File: config.mk
export PLATFORM = sky130hd
export DESIGN_NAME = dual_tick_timer
export DESIGN_NICKNAME = d
export VERILOG_FILES = /design/src/rtl/dtim_pkg.sv /design/src/rtl/dtim_prescale.sv /design/src/rtl/dtim_chan.sv /design/src/rtl/dual_tick_timer.sv
export SDC_FILE = /design/constraint.sdc
export NUM_CORES = 1
export LEC_CHECK = 0
export BUFFER_PORTS_ARGS = -buffer_cell sky130_fd_sc_hd__buf_2
export CAP_MARGIN = 20
export CORE_MARGIN = 2
export CORE_UTILIZATION = 40
export DETAILED_ROUTE_END_ITERATION = 16
export PLACE_DENSITY = 0.56
export SLEW_MARGIN = 10
export SYNTH_ARGS = -nofsm -noshare
export SYNTH_HDL_FRONTEND = slang
export SYNTH_HIERARCHICAL = 1
export SYNTH_SLANG_ARGS = --single-unit
File: constraint.sdc
create_clock -name clk_i -period 8.4 [get_ports clk_i]
set_clock_uncertainty 0.15 [all_clocks]
set_input_delay 1.26 -clock clk_i [delete_from_list [all_inputs] [get_ports clk_i]]
set_output_delay 1.26 -clock clk_i [all_outputs]
set_load 0.05 [all_outputs]
File: src/rtl/dtim_pkg.sv
package dtim_pkg;
  localparam int ADDR_W   = 12;
  localparam int DATA_W   = 32;
  localparam int N_CH     = 2;
  localparam int SLOT_LSB = 5;
  localparam int REGION_W = ADDR_W - SLOT_LSB;
  localparam logic [REGION_W-1:0] ID_REGION = '1;
  localparam logic [7:0] CTRL_RESET = 8'h20;

  typedef enum logic [2:0] {
    W_LOAD = 3'd0, W_COUNT = 3'd1, W_CTRL = 3'd2, W_CLR = 3'd3,
    W_RAW  = 3'd4, W_MSK   = 3'd5, W_BGLD = 3'd6, W_NONE = 3'd7
  } word_e;

  function automatic logic [7:0] id_byte(input logic [2:0] idx);
    case (idx)
      3'd0: id_byte = 8'h04;
      3'd1: id_byte = 8'h18;
      3'd2: id_byte = 8'h14;
      3'd3: id_byte = 8'h00;
      3'd4: id_byte = 8'h0D;
      3'd5: id_byte = 8'hF0;
      3'd6: id_byte = 8'h05;
      default: id_byte = 8'hB1;
    endcase
  endfunction
endpackage

File: src/rtl/dtim_prescale.sv
module dtim_prescale #(
  parameter int PRE_W = 8
) (
  input  logic       clk_i,
  input  logic       rst_ni,
  input  logic       tick_i,
  input  logic       en_i,
  input  logic       clr_i,
  input  logic [1:0] sel_i,
  output logic       tick_o
);
  logic [PRE_W-1:0] pre_q;
  logic             wrap;

  always_comb begin
    case (sel_i)
      2'b01:   wrap = (pre_q[3:0] == 4'hF);
      2'b10:   wrap = (pre_q == {PRE_W{1'b1}});
      default: wrap = 1'b1;
    endcase
  end

  assign tick_o = tick_i & en_i & wrap;

  always_ff @(posedge clk_i or negedge rst_ni) begin
    if (!rst_ni)             pre_q <= '0;
    else if (clr_i)          pre_q <= '0;
    else if (tick_i && en_i) pre_q <= pre_q + 1'b1;
  end
endmodule

File: src/rtl/dtim_chan.sv
module dtim_chan
  import dtim_pkg::*;
(
  input  logic              clk_i,
  input  logic              rst_ni,
  input  logic              tick_i,
  input  logic              sel_i,
  input  logic              wr_i,
  input  logic [2:0]        widx_i,
  input  logic [DATA_W-1:0] wdata_i,
  output logic [DATA_W-1:0] rdata_o,
  output logic              irq_o
);
  localparam logic [DATA_W-1:0] MASK16 = DATA_W'(32'h0000_FFFF);

  logic [DATA_W-1:0] load_q, cnt_q, cnt_mask, reload_val;
  logic [7:0]        ctrl_q;
  logic              raw_q, tick_eff, hit, ld_wr, bg_wr, ctrl_wr, clr_wr;

  assign ld_wr   = sel_i & wr_i & (widx_i == W_LOAD);
  assign bg_wr   = sel_i & wr_i & (widx_i == W_BGLD);
  assign ctrl_wr = sel_i & wr_i & (widx_i == W_CTRL);
  assign clr_wr  = sel_i & wr_i & (widx_i == W_CLR);

  assign cnt_mask = ctrl_q[1] ? '1 : MASK16;
  // free-running reloads to the top of the range
  assign reload_val = (ctrl_q[6] | ctrl_q[0]) ? (load_q & cnt_mask) : cnt_mask;

  dtim_prescale #(.PRE_W(8)) u_pre (
    .clk_i (clk_i),
    .rst_ni(rst_ni),
    .tick_i(tick_i),
    .en_i  (ctrl_q[7]),
    .clr_i (ctrl_wr),
    .sel_i (ctrl_q[3:2]),
    .tick_o(tick_eff)
  );

  assign hit = tick_eff & (cnt_q <= DATA_W'(1)) & ~(ctrl_q[0] & (cnt_q == '0));

  always_ff @(posedge clk_i or negedge rst_ni) begin
    if (!rst_ni) begin
      load_q <= '0;
      cnt_q  <= '0;
      ctrl_q <= CTRL_RESET;
      raw_q  <= 1'b0;
    end else begin
      if (ld_wr || bg_wr) load_q <= wdata_i;
      if (ctrl_wr)        ctrl_q <= wdata_i[7:0];
      if (ld_wr)                  cnt_q <= wdata_i & cnt_mask;
      else if (hit)               cnt_q <= ctrl_q[0] ? '0 : reload_val;
      else if (tick_eff && cnt_q != '0) cnt_q <= cnt_q - 1'b1;
      if (hit)         raw_q <= 1'b1;
      else if (clr_wr) raw_q <= 1'b0;
    end
  end

  always_comb begin
    case (widx_i)
      W_LOAD, W_BGLD: rdata_o = load_q;
      W_COUNT:        rdata_o = cnt_q;
      W_CTRL:         rdata_o = {{(DATA_W-8){1'b0}}, ctrl_q};
      W_RAW:          rdata_o = {{(DATA_W-1){1'b0}}, raw_q};
      W_MSK:          rdata_o = {{(DATA_W-1){1'b0}}, raw_q & ctrl_q[5]};
      default:        rdata_o = '0;
    endcase
  end

  assign irq_o = raw_q & ctrl_q[5];

  assert_clear_drops_raw_R9: assert property (@(posedge clk_i) disable iff (!rst_ni)
    (clr_wr && !hit) |=> !raw_q);
  assert_count_on_tick_R8: assert property (@(posedge clk_i) disable iff (!rst_ni)
    (!tick_i && !ld_wr) |=> $stable(cnt_q));
  assert_foreign_write_ignored_R5: assert property (@(posedge clk_i) disable iff (!rst_ni)
    !(sel_i && wr_i) |=> ($stable(ctrl_q) && $stable(load_q)));
endmodule

File: src/rtl/dual_tick_timer.sv
module dual_tick_timer
  import dtim_pkg::*;
(
  input  logic              clk_i,
  input  logic              rst_ni,
  input  logic              tick0_i,
  input  logic              tick1_i,
  input  logic              wr_i,
  input  logic              rd_i,
  input  logic [ADDR_W-1:0] addr_i,
  input  logic [DATA_W-1:0] wdata_i,
  output logic [DATA_W-1:0] rdata_o,
  output logic              irq_o
);
  logic [REGION_W-1:0] region;
  logic [2:0]          widx;
  logic [N_CH-1:0]     ch_sel, ch_irq, ch_tick;
  logic [DATA_W-1:0]   ch_rdata [N_CH];
  logic [DATA_W-1:0]   rd_mux;
  logic                id_hit, undef_hit;
  logic                unused_lsb;

  assign region     = addr_i[ADDR_W-1:SLOT_LSB];
  assign widx       = addr_i[4:2];
  assign unused_lsb = ^addr_i[1:0];
  assign ch_tick    = {tick1_i, tick0_i};
  assign id_hit     = (region == ID_REGION);
  assign undef_hit  = ~id_hit & ~(|ch_sel);

  for (genvar i = 0; i < N_CH; i++) begin : gen_ch
    assign ch_sel[i] = (region == REGION_W'(i));
    dtim_chan u_ch (
      .clk_i  (clk_i),
      .rst_ni (rst_ni),
      .tick_i (ch_tick[i]),
      .sel_i  (ch_sel[i]),
      .wr_i   (wr_i),
      .widx_i (widx),
      .wdata_i(wdata_i),
      .rdata_o(ch_rdata[i]),
      .irq_o  (ch_irq[i])
    );
  end

  always_comb begin
    rd_mux = '0;
    if (id_hit) rd_mux = {{(DATA_W-8){1'b0}}, id_byte(widx)};
    for (int i = 0; i < N_CH; i++)
      if (ch_sel[i]) rd_mux = ch_rdata[i];
  end

  always_ff @(posedge clk_i or negedge rst_ni) begin
    if (!rst_ni)   rdata_o <= '0;
    else if (rd_i) rdata_o <= rd_mux;
  end

  assign irq_o = |ch_irq;

  assert_undef_read_zero_R4: assert property (@(posedge clk_i) disable iff (!rst_ni)
    (rd_i && undef_hit) |=> (rdata_o == '0));
  assert_id_upper_zero_R3: assert property (@(posedge clk_i) disable iff (!rst_ni)
    (rd_i && id_hit) |=> (rdata_o[DATA_W-1:8] == '0));
  assert_rdata_hold_R6: assert property (@(posedge clk_i) disable iff (!rst_ni)
    !rd_i |=> $stable(rdata_o));
  assert_irq_cause_R7: assert property (@(posedge clk_i) disable iff (!rst_ni)
    $rose(irq_o) |-> $past(tick0_i || tick1_i || wr_i));
endmodule

==> results.md, run 1 <==
* Outcome: finished clean
* Reg2reg start: gen_ch[0].u_ch/u_pre/pre_q[0]
* Post-Place Cells at ~1800
* CTS Buffer Depth at 2
* Io pins at 83
* Clk root buf: clkbuf_16
* Vias in the first global route at 10600
* Horiz. Die Dim at 180 um
* CP max-delay cell: a21oi_1
* Data required, critical path at 8600 ps
* Mapped Nets at 1425
* Filler Cells Inserted at 2978
* F_max at 221 MHz
* CTS tree: built
* Initial drt markers at 1317
* Routed WL per cell at 22.6 um
* Tot Pwr at 2.29 mW
* CP arrival at 4730 ps
* Yosys warns at 6
* First-pass GRT wire length at approximately 63 mm
* CP Launch Point: tick0_i
* Cell variety after synth at between 80 and 90
* Synth Flop Type: dfrtp_1
* Total number of vias at 11200
* HP Start: gen_ch[0].u_ch/ctrl_q[4]
* Total CTS buffers at 17
* CTS resizes at 0
* Slew Limit Fails at 0
* Area Overhead vs Synth at 10.2%
* Non-Filler Instances at around 1800
* RSZ-0062 raised after global routing: no
* Seq/Total Area, Yosys at 39.2%
* Starting density of the core at 40.6%
* Multi-input gate area at 0.00694 mm2
* Leak Pwr at about 5.8 nW
* Total Nets Final at 1448
* Dpl cell area at 0.0131 mm2
* Final setup violation count at 0
* CTS Sinks at 194
* Share of post-route cells with drive strength above 1 at 20.4%
* Critical Path Source Type: input port
* Number of synthesized register bits at 194
* Mapped Cells at 1363
* Max incr delay on CP at 1000 ps
* N_diodes at 0
* Final GP Congestion at approximately 0.93
* Power per cell area at 168 mW/mm2
* Routed WL at between 40 and 50 mm
* Clock slew at reported path FFs at 80 ps
* Worst-path cell chain: buf_2, nand2_1, a21oi_1, o21ai_0, a21o_1, nor4_2, buf_4, o21ai_0, a22o_1
* Asr flop ratio synth at between 90% and 100%
* Clk_lat worst skew at 460 ps
* Port Buffers at 80
* Largest net degree at the start of global routing at 77
* Pre-CTS setup slack at 3520 ps
* Antenna Nets Post-Route at 0
* FF/Latch Area at a little under 0.005 mm2
* Core Util, Final at 44.7%
* Worst-path fanout max at 13
* Max cap viols at 0
* Setup tns final at 0 ps
* Post-CTS Setup Bufs at 0
* Worst Hold Class: flop to flop
* Period utilization at 53.9%
* Min Tclk post-route at between 4000 and 5000 ps
* Detailed-route DRC error count at 0
* Mapped cell area at 0.0124 mm2
* Setup ws final at 3870 ps
* Fin. Hold Viols at 0
* Initial antenna violation count at 1
* Total gr overflow at 0
* Maximum VDD drop at 154 uV
* Full die area at 0.0324 mm2
* CP delay by family, top: compound AO/OA/AOI/OAI gates
* Rows at 64
* Core box area at 0.0305 mm2
* Top cell by count, worst path: o21ai_0
* Via density at 6.24
* CP Capture Type: flop
* Drt pass-1 iters at 7
* H-tree levels at 4
* Rel. slew slack at 20.0%
* Setup CP Type: input port to flop
* Chip Height at 180 um
* Buffer and inverter count on the worst path at 2
* Detailed placement HPWL at 27.7 mm
* Hold Slack at 358 ps
* Tot GR Track Use at between 20% and 30%
* Fin area at 0.0136 mm2
* Post-Syn Area per Cell at 9.09 um2
* Hold-fix buffers, CTS at 0
* Worst-Margin Slew at 1200 ps
* Number of synthesized flops with an enable pin at 0
==> placed cells by master, fill, tap and decap left out, types with 20 or more instances in the layout <==
master / n
a21oi_1: 88
buf_2: 79
nor2_1: 86
nor3_1: 32
o21ai_0: 120
buf_4: 23
a22o_1: 66
o22ai_1: 42
nand2_1: 105
mux2_2: 90
inv_1: 53
nand3_1: 49
xor2_1: 20
dfrtp_1: 192
==> path summary, 6_finish.rpt <==
| path | depth (start not counted) | to | slack [ps] |
|---|---|---|---|
| setup reg to reg | 10 | gen_ch[0].u_ch/cnt_q[7] | 3910 |
| min in group asynchronous | 1 | gen_ch[1].u_ch/u_pre/pre_q[0] | 640 |
| max in group asynchronous | 2 | gen_ch[0].u_ch/load_q[28] | 6050 |
| hold / removal | 1 | gen_ch[0].u_ch/ctrl_q[4] | 360 |
| hold reg to reg | 1 | gen_ch[0].u_ch/ctrl_q[4] | 360 |
| setup / recovery | 9 | gen_ch[0].u_ch/cnt_q[7] | 3870 |
==> worst reg2reg max path: cells and delay by family, from the launching register on <==
family / cells / cell delay, ps
AO/OA/AOI/OAI: 5 / 2070
AND/OR/NAND/NOR: 3 / 1210
flip-flops: 1 / 390
buffers and inverters: 1 / 340
adder cells (fa/ha/maj): 1 / 230
==> where the power goes <==
group	internal [mW]	total, mW	switching [mW]
registers	0.981	1.06	0.0777
logic	0.157	0.435	0.278
clock network	0.388	0.800	0.413
==> area by class of cell <==
class                      count  share of cell area [%]
timing repair buffer         105                    4.46
clock inverter                15                   0.908
sequential                   194                    35.6
clock buffer                  17                    3.12
tap                          396                    3.63
inverter                      54                    1.49
multi-input combinational   1014                    50.8
==> cells by family after synthesis <==
logic type               count (synthesis)  share of synthesized area [%]
XOR/XNOR                                36                           2.55
flip-flops                             194                           39.2
AO/OA/AOI/OAI                          455                           24.4
multiplexers                           106                           9.48
AND/OR/NAND/NOR                        405                           17.8
adder cells (fa/ha/maj)                 12                           1.21
buffers and inverters                  155                           5.34
==> sequential cells by signal, summed over array words and instances, names as in the netlist <==
| register | cells |
|---|---|
| gen_ch.u_ch/cnt_q | 64 |
| gen_ch.u_ch/load_q | 64 |
| gen_ch.u_ch/ctrl_q | 16 |
| rdata_o | 32 |
| gen_ch.u_ch/u_pre/pre_q | 16 |
| gen_ch.u_ch/raw_q | 2 |
==> layer usage <==
layer / track usage [%] / vias up / share of wire [%]
li1: - / 5131 / -
met1: 35.3 / 5566 / 45
met2: 38.5 / 426 / 46
met3: 3.32 / 72 / 6.0
met4: 9.50 / 0 / 3.2
met5: 0 / - / 0
==> synth_stat cells (13+ instances only) <==
library cell  number  area [um2]
dfrtp_1          192        4800
o21ai_0          120         601
nand2_1          105         394
mux2_2            90        1010
nor2_1            89         334
a21oi_1           88         440
clkbuf_1          69         259
a22o_1            66         578
inv_1             53         199
nand3_1           49         245
o22ai_1           42         263
nor3_1            35         175
xor2_1            20         175
buf_2             18        90.1
o21ai_1           17        85.1
mux2i_1           16         160
or3_1             16         100
xnor2_1           16         140
a31oi_1           15        93.8
nor4_1            15        93.8
o221ai_1          15         131
or4_1             14         105
o211ai_1          13        97.6
Power figures use the tool's default switching activity.
==> run 2: changes to the inputs <==
- clock period: 8.4 -> 4.7 ns (I/O delays scaled with it)
==> run 2 against run 1 <==
Compared with the run above: sequential power grew 79%; flip-flop and latch count is the same; highest routed layer unchanged; routed wire length shrank 0.32%; core utilization increased by 0.56 points; non-clock buffer count increased by 11; largest power group unchanged; cell count is 0.61% higher; setup slack worse by 3100 ps.
==> results.md, run 2 (synthesis gave the netlist of run 1 again) <==
* Commonest cells after routing, fill and taps aside: dfrtp_1, o21ai_0, nand2_1, mux2_2, a21oi_1
* Leak Pwr at 5.93 nW
* Routed WL per cell at 22.4 um
* Post-CTS Setup Bufs at 0
* Tot Pwr at 4.30 mW
* Starting density of the core at 40.6%
* FF/Latch Area at 0.00486 mm2
* Area Overhead vs Synth at 11.6%
* Core Util, Final at 45.3%
* Data required, critical path at approximately 4900 ps
* Switching power at 1.31 mW
* Filler Cells Inserted at 2934
* Critical Path Source Type: flop
* Drt pass-1 iters at 5
* Setup tns final at 0 ps
* Min Tclk post-route at 3910 ps
* CTS Buffer Depth at 2
* Max cap viols at 0
* Largest regs: gen_ch.u_ch/cnt_q x64, gen_ch.u_ch/load_q x64, rdata_o x32
* Reg power frac at 44.1%
* Antenna Nets Post-Route at 0
* Dpl cell area at between 0.01 and 0.015 mm2
* CP arrival at 4100 ps
* Maximum VDD drop at 280 uV
* N_diodes at 0
* Total number of vias at ~11000
* RSZ-0062 raised after global routing: no
* Detailed placement HPWL at 28.1 mm
* Full die area at 0.0324 mm2
* Slew Limit Fails at 0
* Outcome: finished clean
* H-tree levels at 4
* Internal power at 2.98 mW
* Multi-input gate area at 0.00693 mm2
* Via density at 6.15
* Period utilization at 83.1%
* Fin area at approximately 0.014 mm2
* CP Capture Type: flop
* Power per cell area at 311 mW/mm2
* Non-Filler Instances at approximately 1800
* CP Launch Point: gen_ch[1].u_ch/u_pre/pre_q[0]
* Clk root buf: clkbuf_16
* Io pins at 83
* Rel. slew slack at between 30% and 40%
* CTS Sinks at roughly 190
* Chip Height at 180 um
* Final setup violation count at 0
* Clock Power Share at 37.5%
* Share of post-route cells with drive strength above 1 at 21.1%
* Switching share of power at 30.6%
* Hold Slack at between 150 and 200 ps
* Total Nets Final at 1459
* Routed WL at ~40 mm
* First-pass GRT wire length at 63.6 mm
* Initial antenna violation count at 2
* Tot GR Track Use at 24.8%
* Clock slew at reported path FFs at ~70 ps
* Post-Place Cells at 1774
* Vias in the first global route at 10700
* Core box area at 0.0305 mm2
* CTS resizes at 0
* Largest net degree at the start of global routing at 105
* Hold-fix buffers, CTS at 0
* Total gr overflow at 0
* Worst-path fanout max at 9
* Port Buffers at 80
* Pre-CTS setup slack at 828 ps
* Most common cell after layout, fill and taps aside: dfrtp_1
* Total CTS buffers at 17
* Detailed-route DRC error count at 0
* Comb power frac at between 10% and 20%
* F_max at approximately 260 MHz
* Initial drt markers at 1043
* Final GP Congestion at just over 0.9
* Worst-Margin Slew at 1010 ps
* Setup CP Type: flop to flop
* CTS tree: built
* Setup ws final at 793 ps
* Reg2reg start: gen_ch[1].u_ch/u_pre/pre_q[0]
* Clk_lat worst skew at about 450 ps
* Fin. Hold Viols at 0
* Rows at 64
* Worst Hold Class: input port to async pin
* Horiz. Die Dim at 180 um
-- run 2: changes by cell type in the layout (fill, tap and decap cells not counted), moves of 2 or more --
cell       before  now
bufinv_16       0    4
clkbuf_8        1    4
inv_6           6    2
clkinv_4        4    2
buf_4          23   35
-- run 2: critical path, stage by stage, from the launching register on --
cell,delay (ps)
dfrtp_1,390
ha_1,230
nand2_1,100
or3_2,460
a21oi_1,460
o21ai_0,300
a21o_1,300
or4_1,790
nand2_1,290
o21ai_0,120
a22o_1,210
-- run 2: path summary, 6_finish.rpt --
check / end / slack, ps / cells past startpoint
min: gen_ch[1].u_ch/u_pre/pre_q[4] / 170 / 1
min reg2reg: gen_ch[1].u_ch/ctrl_q[4] / 370 / 1
min in group clk_i: gen_ch[1].u_ch/ctrl_q[4] / 370 / 1
max in group asynchronous: gen_ch[1].u_ch/cnt_q[26] / 3280 / 2
max: gen_ch[1].u_ch/cnt_q[17] / 790 / 10
max reg2reg: gen_ch[1].u_ch/cnt_q[17] / 790 / 10
-- run 2: layout make-up --
cell class | count | share of cell area, %
Timing Repair Buffer | 116 | 5.01
Sequential cell | 194 | 35.1
Clock inverter | 12 | 1.29
Multi-Input combinational cell | 1014 | 50.1
Clock buffer | 20 | 3.38
Tap cell | 396 | 3.59
Inverter | 54 | 1.47
-- run 2: power groups by stage --
| stage | clock, mW | combinational [mW] | sequential, mW |
|---|---|---|---|
| global route | 1.71 | 0.862 | 1.91 |
| detailed placement | 0 | 0.782 | 1.92 |
| CTS | 1.64 | 0.784 | 1.89 |
| floorplan | 0 | 0.541 | 1.89 |
| global placement | 0 | 0.773 | 1.92 |
| finish | 1.61 | 0.791 | 1.90 |
-- run 2: metal layers --
layer	up-vias	track usage, %	part of all wire, %
met3	53	3.73	6.0
met1	5524	35.0	45
met4	0	6.54	1.9
met2	377	39.8	47
met5	-	0	0
li1	5156	-	-
